File: config.mk
export PLATFORM = sky130hd
export DESIGN_NAME = nbb_seq
export DESIGN_NICKNAME = d
export VERILOG_FILES = /design/src/rtl/nbb_pkg.sv /design/src/rtl/nbb_seq.sv
export SDC_FILE = /design/constraint.sdc
export NUM_CORES = 1
export LEC_CHECK = 0
export BUFFER_PORTS_ARGS = -buffer_cell sky130_fd_sc_hd__buf_2
export CORE_MARGIN = 2
export CORE_UTILIZATION = 30
export DETAILED_ROUTE_END_ITERATION = 10
export PLACE_DENSITY = 0.66
export SYNTH_ARGS = -nofsm -noshare
export SYNTH_HDL_FRONTEND = slang
export SYNTH_SLANG_ARGS = --single-unit
File: constraint.sdc
create_clock -name clk -period 1.4 [get_ports clk]
set_input_delay 0.14 -clock clk [delete_from_list [all_inputs] [get_ports clk]]
set_output_delay 0.14 -clock clk [all_outputs]
set_load 0.01 [all_outputs]
File: src/rtl/nbb_pkg.sv
package nbb_pkg;

  typedef enum logic [1:0] {
    DEV_SMALL = 2'b00,
    DEV_LARGE = 2'b01,
    DEV_MLC   = 2'b10,
    DEV_NONE  = 2'b11
  } dev_kind_e;

  typedef enum logic [3:0] {
    S_IDLE,
    S_CMD,
    S_COL0,
    S_COL1,
    S_ROW,
    S_CONF,
    S_WAIT,
    S_RD,
    S_CAP,
    S_END,
    S_FIN
  } seq_st_e;

  localparam logic [7:0] OP_SPARE_RD = 8'h50;
  localparam logic [7:0] OP_READ     = 8'h00;
  localparam logic [7:0] OP_CONFIRM  = 8'h30;
  localparam logic [7:0] MARK_CLEAN  = 8'hFF;

  function automatic logic [2:0] page_shift(input dev_kind_e k);
    case (k)
      DEV_SMALL: page_shift = 3'd5;
      DEV_LARGE: page_shift = 3'd6;
      DEV_MLC:   page_shift = 3'd7;
      default:   page_shift = 3'd0;
    endcase
  endfunction

  function automatic logic kind_ok(input dev_kind_e k);
    kind_ok = (k != DEV_NONE);
  endfunction

endpackage

File: src/rtl/nbb_seq.sv
module nbb_seq
  import nbb_pkg::*;
#(
  parameter int ROW_BYTES = 3
) (
  input  logic                      clk,
  input  logic                      rst_n,
  input  logic                      start,
  input  logic [1:0]                kind_i,
  input  logic [7:0]                op_first,
  input  logic [7:0]                col_lo,
  input  logic [7:0]                col_hi,
  input  logic                      two_col,
  input  logic                      need_conf,
  input  logic [ROW_BYTES-1:0][7:0] row_b,
  input  logic                      rdy_seen,
  input  logic                      tmo_hit,
  input  logic [7:0]                din,
  output logic                      load,
  output logic                      clr,
  output logic                      cnt_en,
  output logic                      ce_n,
  output logic                      cle,
  output logic                      ale,
  output logic                      wr,
  output logic                      rd,
  output logic [7:0]                dout,
  output logic                      done,
  output logic                      bad,
  output logic                      err_unsup,
  output logic                      err_tmo
);

  localparam int RI_W = (ROW_BYTES > 1) ? $clog2(ROW_BYTES) : 1;

  seq_st_e   st_q, st_n;
  logic [RI_W-1:0] ri_q, ri_n;
  logic      bad_q, bad_n;
  logic      uns_q, uns_n;
  logic      tmo_q, tmo_n;
  logic      accept;
  logic      kind_good;

  assign kind_good = kind_ok(dev_kind_e'(kind_i));
  assign accept    = (st_q == S_IDLE) && start;

  // next state
  always_comb begin
    st_n = st_q;
    case (st_q)
      S_IDLE: if (start) st_n = kind_good ? S_CMD : S_FIN;
      S_CMD:  st_n = S_COL0;
      S_COL0: st_n = two_col ? S_COL1 : S_ROW;
      S_COL1: st_n = S_ROW;
      S_ROW:  if (ri_q == RI_W'(ROW_BYTES - 1)) st_n = need_conf ? S_CONF : S_WAIT;
      S_CONF: st_n = S_WAIT;
      S_WAIT: begin
        if (rdy_seen)     st_n = S_RD;
        else if (tmo_hit) st_n = S_FIN;
      end
      S_RD:   st_n = S_CAP;
      S_CAP:  st_n = S_END;
      S_END:  st_n = S_FIN;
      S_FIN:  st_n = S_IDLE;
      default: st_n = S_IDLE;
    endcase
    ri_n = (st_q == S_ROW) ? (ri_q + 1'b1) : '0;
  end

  // result next values
  always_comb begin
    bad_n = bad_q;
    uns_n = uns_q;
    tmo_n = tmo_q;
    if (accept) begin
      bad_n = 1'b0;
      uns_n = !kind_good;
      tmo_n = 1'b0;
    end else begin
      if (st_q == S_CAP) bad_n = (din != MARK_CLEAN);
      if (st_q == S_WAIT && !rdy_seen && tmo_hit) tmo_n = 1'b1;
    end
  end

  always_ff @(posedge clk or negedge rst_n) begin
    if (!rst_n) begin
      st_q  <= S_IDLE;
      ri_q  <= '0;
      bad_q <= 1'b0;
      uns_q <= 1'b0;
      tmo_q <= 1'b0;
    end else begin
      st_q  <= st_n;
      ri_q  <= ri_n;
      bad_q <= bad_n;
      uns_q <= uns_n;
      tmo_q <= tmo_n;
    end
  end

  // bus decode from state
  always_comb begin
    cle  = (st_q == S_CMD) || (st_q == S_CONF) || (st_q == S_END);
    ale  = (st_q == S_COL0) || (st_q == S_COL1) || (st_q == S_ROW);
    wr   = cle || ale;
    rd   = (st_q == S_RD);
    ce_n = (st_q == S_IDLE) || (st_q == S_FIN);
    case (st_q)
      S_CMD:   dout = op_first;
      S_COL0:  dout = col_lo;
      S_COL1:  dout = col_hi;
      S_ROW:   dout = row_b[ri_q];
      S_CONF:  dout = OP_CONFIRM;
      default: dout = OP_READ;
    endcase
  end

  assign load      = accept;
  assign clr       = accept;
  assign cnt_en    = (st_q == S_WAIT);
  assign done      = (st_q == S_FIN);
  assign bad       = bad_q;
  assign err_unsup = uns_q;
  assign err_tmo   = tmo_q;

  AST_DONE_SINGLE: assert property (@(posedge clk) disable iff (!rst_n)
    done |=> !done);
  AST_ONE_VERDICT: assert property (@(posedge clk) disable iff (!rst_n)
    done |-> ($countones({bad, err_unsup, err_tmo}) <= 1));
  AST_STROBE_UNDER_CE: assert property (@(posedge clk) disable iff (!rst_n)
    (wr || rd) |-> !ce_n);
  AST_SINGLE_STROBE: assert property (@(posedge clk) disable iff (!rst_n)
    $onehot0({wr, rd}));
  AST_QUAL_EXCL: assert property (@(posedge clk) disable iff (!rst_n)
    !(cle && ale));
  AST_READ_NEEDS_READY: assert property (@(posedge clk) disable iff (!rst_n)
    rd |-> $past(rdy_seen));
  AST_UNSUP_QUIET: assert property (@(posedge clk) disable iff (!rst_n)
    (done && err_unsup) |-> ($past(st_q) == S_IDLE));
  AST_TMO_FROM_WAIT: assert property (@(posedge clk) disable iff (!rst_n)
    (done && err_tmo) |-> ($past(st_q) == S_WAIT));

endmodule

Word level (Yosys, flattened, before mapping):

Cells that the tools add are included.
W data, S select, Z words.

* word-level logic and storage cells: 54
* bits of input ports: 65
* bits in registers: 9
* output and inout port bits: 20

* muxes and demuxes: 16
* reductions and logical operators: 15
* add/sub/neg operators: 1
* $lt $le $gt $ge: 1
* eq/ne operators: 16

Operator list (number)
* $pmux W4 S10: 1
* $pmux W8 S5: 1
* $mux W4: 5
* $bmux W8 S2: 1
* $eq A4 B3 Y1 const B: 4
* $eq A4 B4 Y1 const B: 3
* $eq A4 B2 Y1 const B: 2
* $mux W8: 1
* $ne A8 B8 Y1 const B: 1
* $logic_or A1 B1 Y1: 6
* $ne A2 B2 Y1 const B: 3
* $eq A4 B1 Y1 const B: 1
* $logic_not A4 Y1: 1
* $mux W1: 4
* $mux W2: 2
* $reduce_bool A2 Y1: 2
* $logic_and A1 B1 Y1: 3
* $lt A2 B3 Y1 const B: 1
* $mux W3: 1
* $ne A3 B3 Y1 const B: 1
* $reduce_and A3 Y1: 1
* $add A2 B1 Y2 const B: 1
* $eq A2 B2 Y1 const B: 1
* $logic_not A1 Y1: 2

Depth between registers and ports, before layout:

* word-level depth: 5
* gate-level depth with buffers: 6
* depth with buffers taken out: 5

Worst setup path before layout:

No wires, ideal clock.

* path kind: reg-to-output
* start: register st_q[0]
* end: output port dout[4]
* data arrival time: 1.230 ns
* buffers on the path: 1
* required time: 1.260 ns
* slack: 0.030 ns
* cell stages (with the launch flop): 5
* path through: dfrtp_1 buf_6 nor2_4 nand3_4 o311ai_1

* word-level cells in the longest chain between the ends: 2
* elaborated cells between the ends (all ways): 6
* classes of those cells: eq/ne (5); mux (1)

Ends and longest elaborated chain
* start, declared: RTL line nbb_seq.sv:36 `seq_st_e st_q, st_n;`
* start signal, assigned: RTL line nbb_seq.sv:93 `st_q <= st_n;`
* $eq A4 B3 Y1 (tied with other cells): RTL line nbb_seq.sv:108 `case (st_q)`
* $pmux W8 S5 (*): RTL line nbb_seq.sv:108
* end, declared: RTL line nbb_seq.sv:27 `output logic [7:0] dout,`

Mark *: on every way between the ends. The rest lies on a longest branch, timed or not.

Worst setup path in the final report:

* start: register st_q[1]
* end: output port dout[5]

Same word-level chain as after synthesis.

==> impl_metrics.py <==
metrics = {
    "global_route": {
        "antenna_found_initial": 0,
        "top_usage_layer": "met2",
        "grt_util_met2": 0.3164,
        "globalRouteMet1Util": 0.2269,
        "grt_pass1_vias": 1427,
        "grt_pass1_wl_um": 6009,
        "overflow": 0,
        "grt_use_total": 0.1785,
        "grtUsageMet3": 0.03299,
        "grt_start_max_net_pins": 11,
    },
    "detailed_routing": {
        "viasPerCell": 4.794,
        "drtPass1Iterations": 4,
        "wl_um": 3906,
        "drc_errors": 0,
        "drt-initial-drc-count": 38,
        "ant_nets": 0,
        "wl_per_cell_um": 12.56,
        "vias": 1491,
    },
    "power": {
        "power.leakage_nw": 1.013,
        "powerDensity_nw_per_um2": 1843,
        "max-vdd-ir-drop_mv": 0.7483,
        "fin_total_pwr_mw": 3.791,
    },
    "sta": {
        "finalCriticalPeriod_ns": 1.670,
        "setup_ws_ns": -0.2701,
        "final_max_slew_viol_count": 0,
        "slew_headroom": 0.7705,
        "finalCritPeriodShare": 1.193,
        "fmax_mhz": 598.8,
        "clock_skew_ns": 0.007460,
        "finalHoldViolCount": 0,
        "rsz0062_at_grt": "yes",
        "tightest_slew_ns": 0.3430,
        "hold_slack_ns": 0.1261,
        "setup_viol": 20,
    },
    "setup_path": {
        "critPathMaxFanout": 10,
        "cp-start-kind": "register",
        "critical_path_class": "reg -> out",
        "rrSetupSlack_ns": -0.05,
        "critPathRequiredTime_ns": 1.26,
        "arrival_ns": 1.53,
        "critPathCaptureType": "primary output",
    },
    "synthesis": {
        "synth.net_count": 208,
        "seq_area_frac_synth": 0.2055,
        "synth_top_area_share": 0.2055,
        "syn_inst": 142,
        "synth_top_area_cell": "dfrtp_1",
        "yosys_warnings": 0,
        "synth_seq_cells": 9,
        "synth_cell_types": 40,
        "syn_avg_cell_area_um2": 7.719,
        "synth_area_um2": 1096,
        "synth_area_leaders": "dfrtp_1 (21%), mux2_1 (7.2%), nor2_1 (6.5%)",
    },
    "layout": {
        "fill_cells": 325,
        "nets": 332,
        "antennaDiodeCount": 0,
        "finalCoreUtilization": 0.6022,
        "layout-drive-gt1-share": 0.6491,
        "syn_to_final_growth_pct": 87.67,
    },
    "placement": {
        "portBuffers": 84,
        "hpwl_um": 2996,
        "gp_congestion": 0.8342,
    },
    "cts": {
        "cts_buffer_depth": 2,
        "cts_buffers": 3,
        "cts_sinks": 9,
        "path_clk_slew_ns": 0.05,
        "cts_tree": "built",
        "clk_latency_ns": 0.26,
        "cts-root-buf": "clkbuf_4",
        "htreeDepth": 1,
    },
    "floorplanning": {
        "fp.dieH_um": 64.45,
        "die-area_um2": 4153,
        "ios": 85,
        "initial_core_util": 0.3209,
        "die_width_um": 64.45,
        "core_area_um2": 3416,
        "num_rows": 21,
    },
    "run": {
        "maxCapViolCount": 0,
    },
    "outcome": {
        "status": "finished, violations left",
        "violations": "setup timing",
    },
    "hold_path": {
        "hold_class": "in -> reg",
    },
}
[critical path: stages, from the launching register on]
cell      delay, ns
dfrtp_1        0.39
buf_6          0.15
nor2_4         0.16
nand3_4        0.11
o311ai_2       0.29
buf_2          0.18
[synth_stat cells, drive strengths merged]
cell     count
a211oi       3
a21o         2
a21oi       13
a22oi        6
a2bb2oi      2
a31oi        1
and2         1
buf         11
clkbuf       1
dfrtp        9
ha           1
inv          5
mux2         7
mux2i        6
nand2        7
nand2b       4
nand3        4
nand4        4
nor2        21
nor2b        5
nor3         6
nor3b        1
o21ai        7
o22ai        8
o2bb2ai      1
o311ai       2
or2          2
or3          1
xor2         1
[cell usage in the layout (no fill, tap or decap), types with 2 or more instances in the layout]
master     count
a211oi_1       2
a21o_1         2
a21oi_1       12
a22oi_2        6
a2bb2oi_2      2
buf_2         83
buf_4         36
buf_6         10
clkbuf_4       3
dfrtp_1        6
dfrtp_2        3
inv_1          3
inv_2          2
mux2_1         4
mux2_4         2
mux2i_1        6
nand2_1        5
nand2b_1       4
nand3_2        2
nand4_1        4
nor2_1        16
nor2_2         3
nor2_4         2
nor2b_1        4
nor3_1         3
nor3_2         2
o21ai_0        3
o21ai_1        4
o22ai_1        6
o22ai_2        2
o311ai_2       2
or2_1          2
[state kept, by name, indices dropped and copies added (netlist names)]
register and count:
bad 1, err_tmo 1, st_q 4, err_unsup 1, ri_q 2
[final timing paths]
path,startpoint,end,depth (start not counted)
max,st_q[1]$_DFFE_PN0P_,dout[5],5
min,tmo_hit,st_q[2]$_DFFE_PN0P_,2
max reg2reg,st_q[1]$_DFFE_PN0P_,st_q[0]$_DFFE_PN0P_,7
min reg2reg,err_unsup$_DFFE_PN0P_,err_unsup$_DFFE_PN0P_,2
max in group asynchronous,rst_n,st_q[2]$_DFFE_PN0P_,2
min in group asynchronous,rst_n,bad$_DFFE_PN0P_,2
[layout make-up]
| cell class | instances | area (µm²) | share of cell area |
|---|---|---|---|
| well taps | 46 | 57.56 | 0.02798 |
| repair buffers | 131 | 828.3 | 0.4027 |
| flip-flops and latches | 9 | 229.0 | 0.1113 |
| inverters | 5 | 18.77 | 0.009124 |
| clock buffers | 4 | 26.28 | 0.01277 |
| multi-input cells | 116 | 897.1 | 0.4361 |
[metal layers]
layer  wire (µm)  up-vias
met1        1699      686
met3         140        4
met2        2033       39
met5           0        -
met4          32        0
li1            -      762
[power breakdown]
group	internal, mW	total (mW)	switching (mW)
Sequential	0.369	0.496	0.128
Clock	0.110	0.196	0.0865
Combinational	1.63	3.10	1.47
Total	2.11	3.79	1.68
[per-stage QoR]
step	cell area [µm²]	std cells	setup WS [ns]	setup TNS (ns)
after CTS	1899	305	-0.2804	-3.250
after floorplan	1096	142	0.03009	0
after global routing	2057	311	-0.3771	-5.383
final	2057	311	-0.2701	-3.446
after global placement	1744	293	-0.04729	-0.2808
after detailed placement	1744	293	-0.06416	-0.4037
[what timing repair did]
item	4_1_cts	5_1_grt
setup endpoints to repair	20	23
resized for setup	18	26
endpoints found under the hold margin	9	0
buffers inserted	7	6
pin swaps	3	7
hold buffers	1	0
[kinds of logic after synthesis]
group,after synthesis,synth area share
buf+inv,17,0.09930
xor+xnor,1,0.007992
flops,9,0.2055
mux,13,0.1267
fa+ha+maj,1,0.01141
simple gates,56,0.2751
compound gates,45,0.2740
No activity file was read; power rests on OpenSTA's default activity.
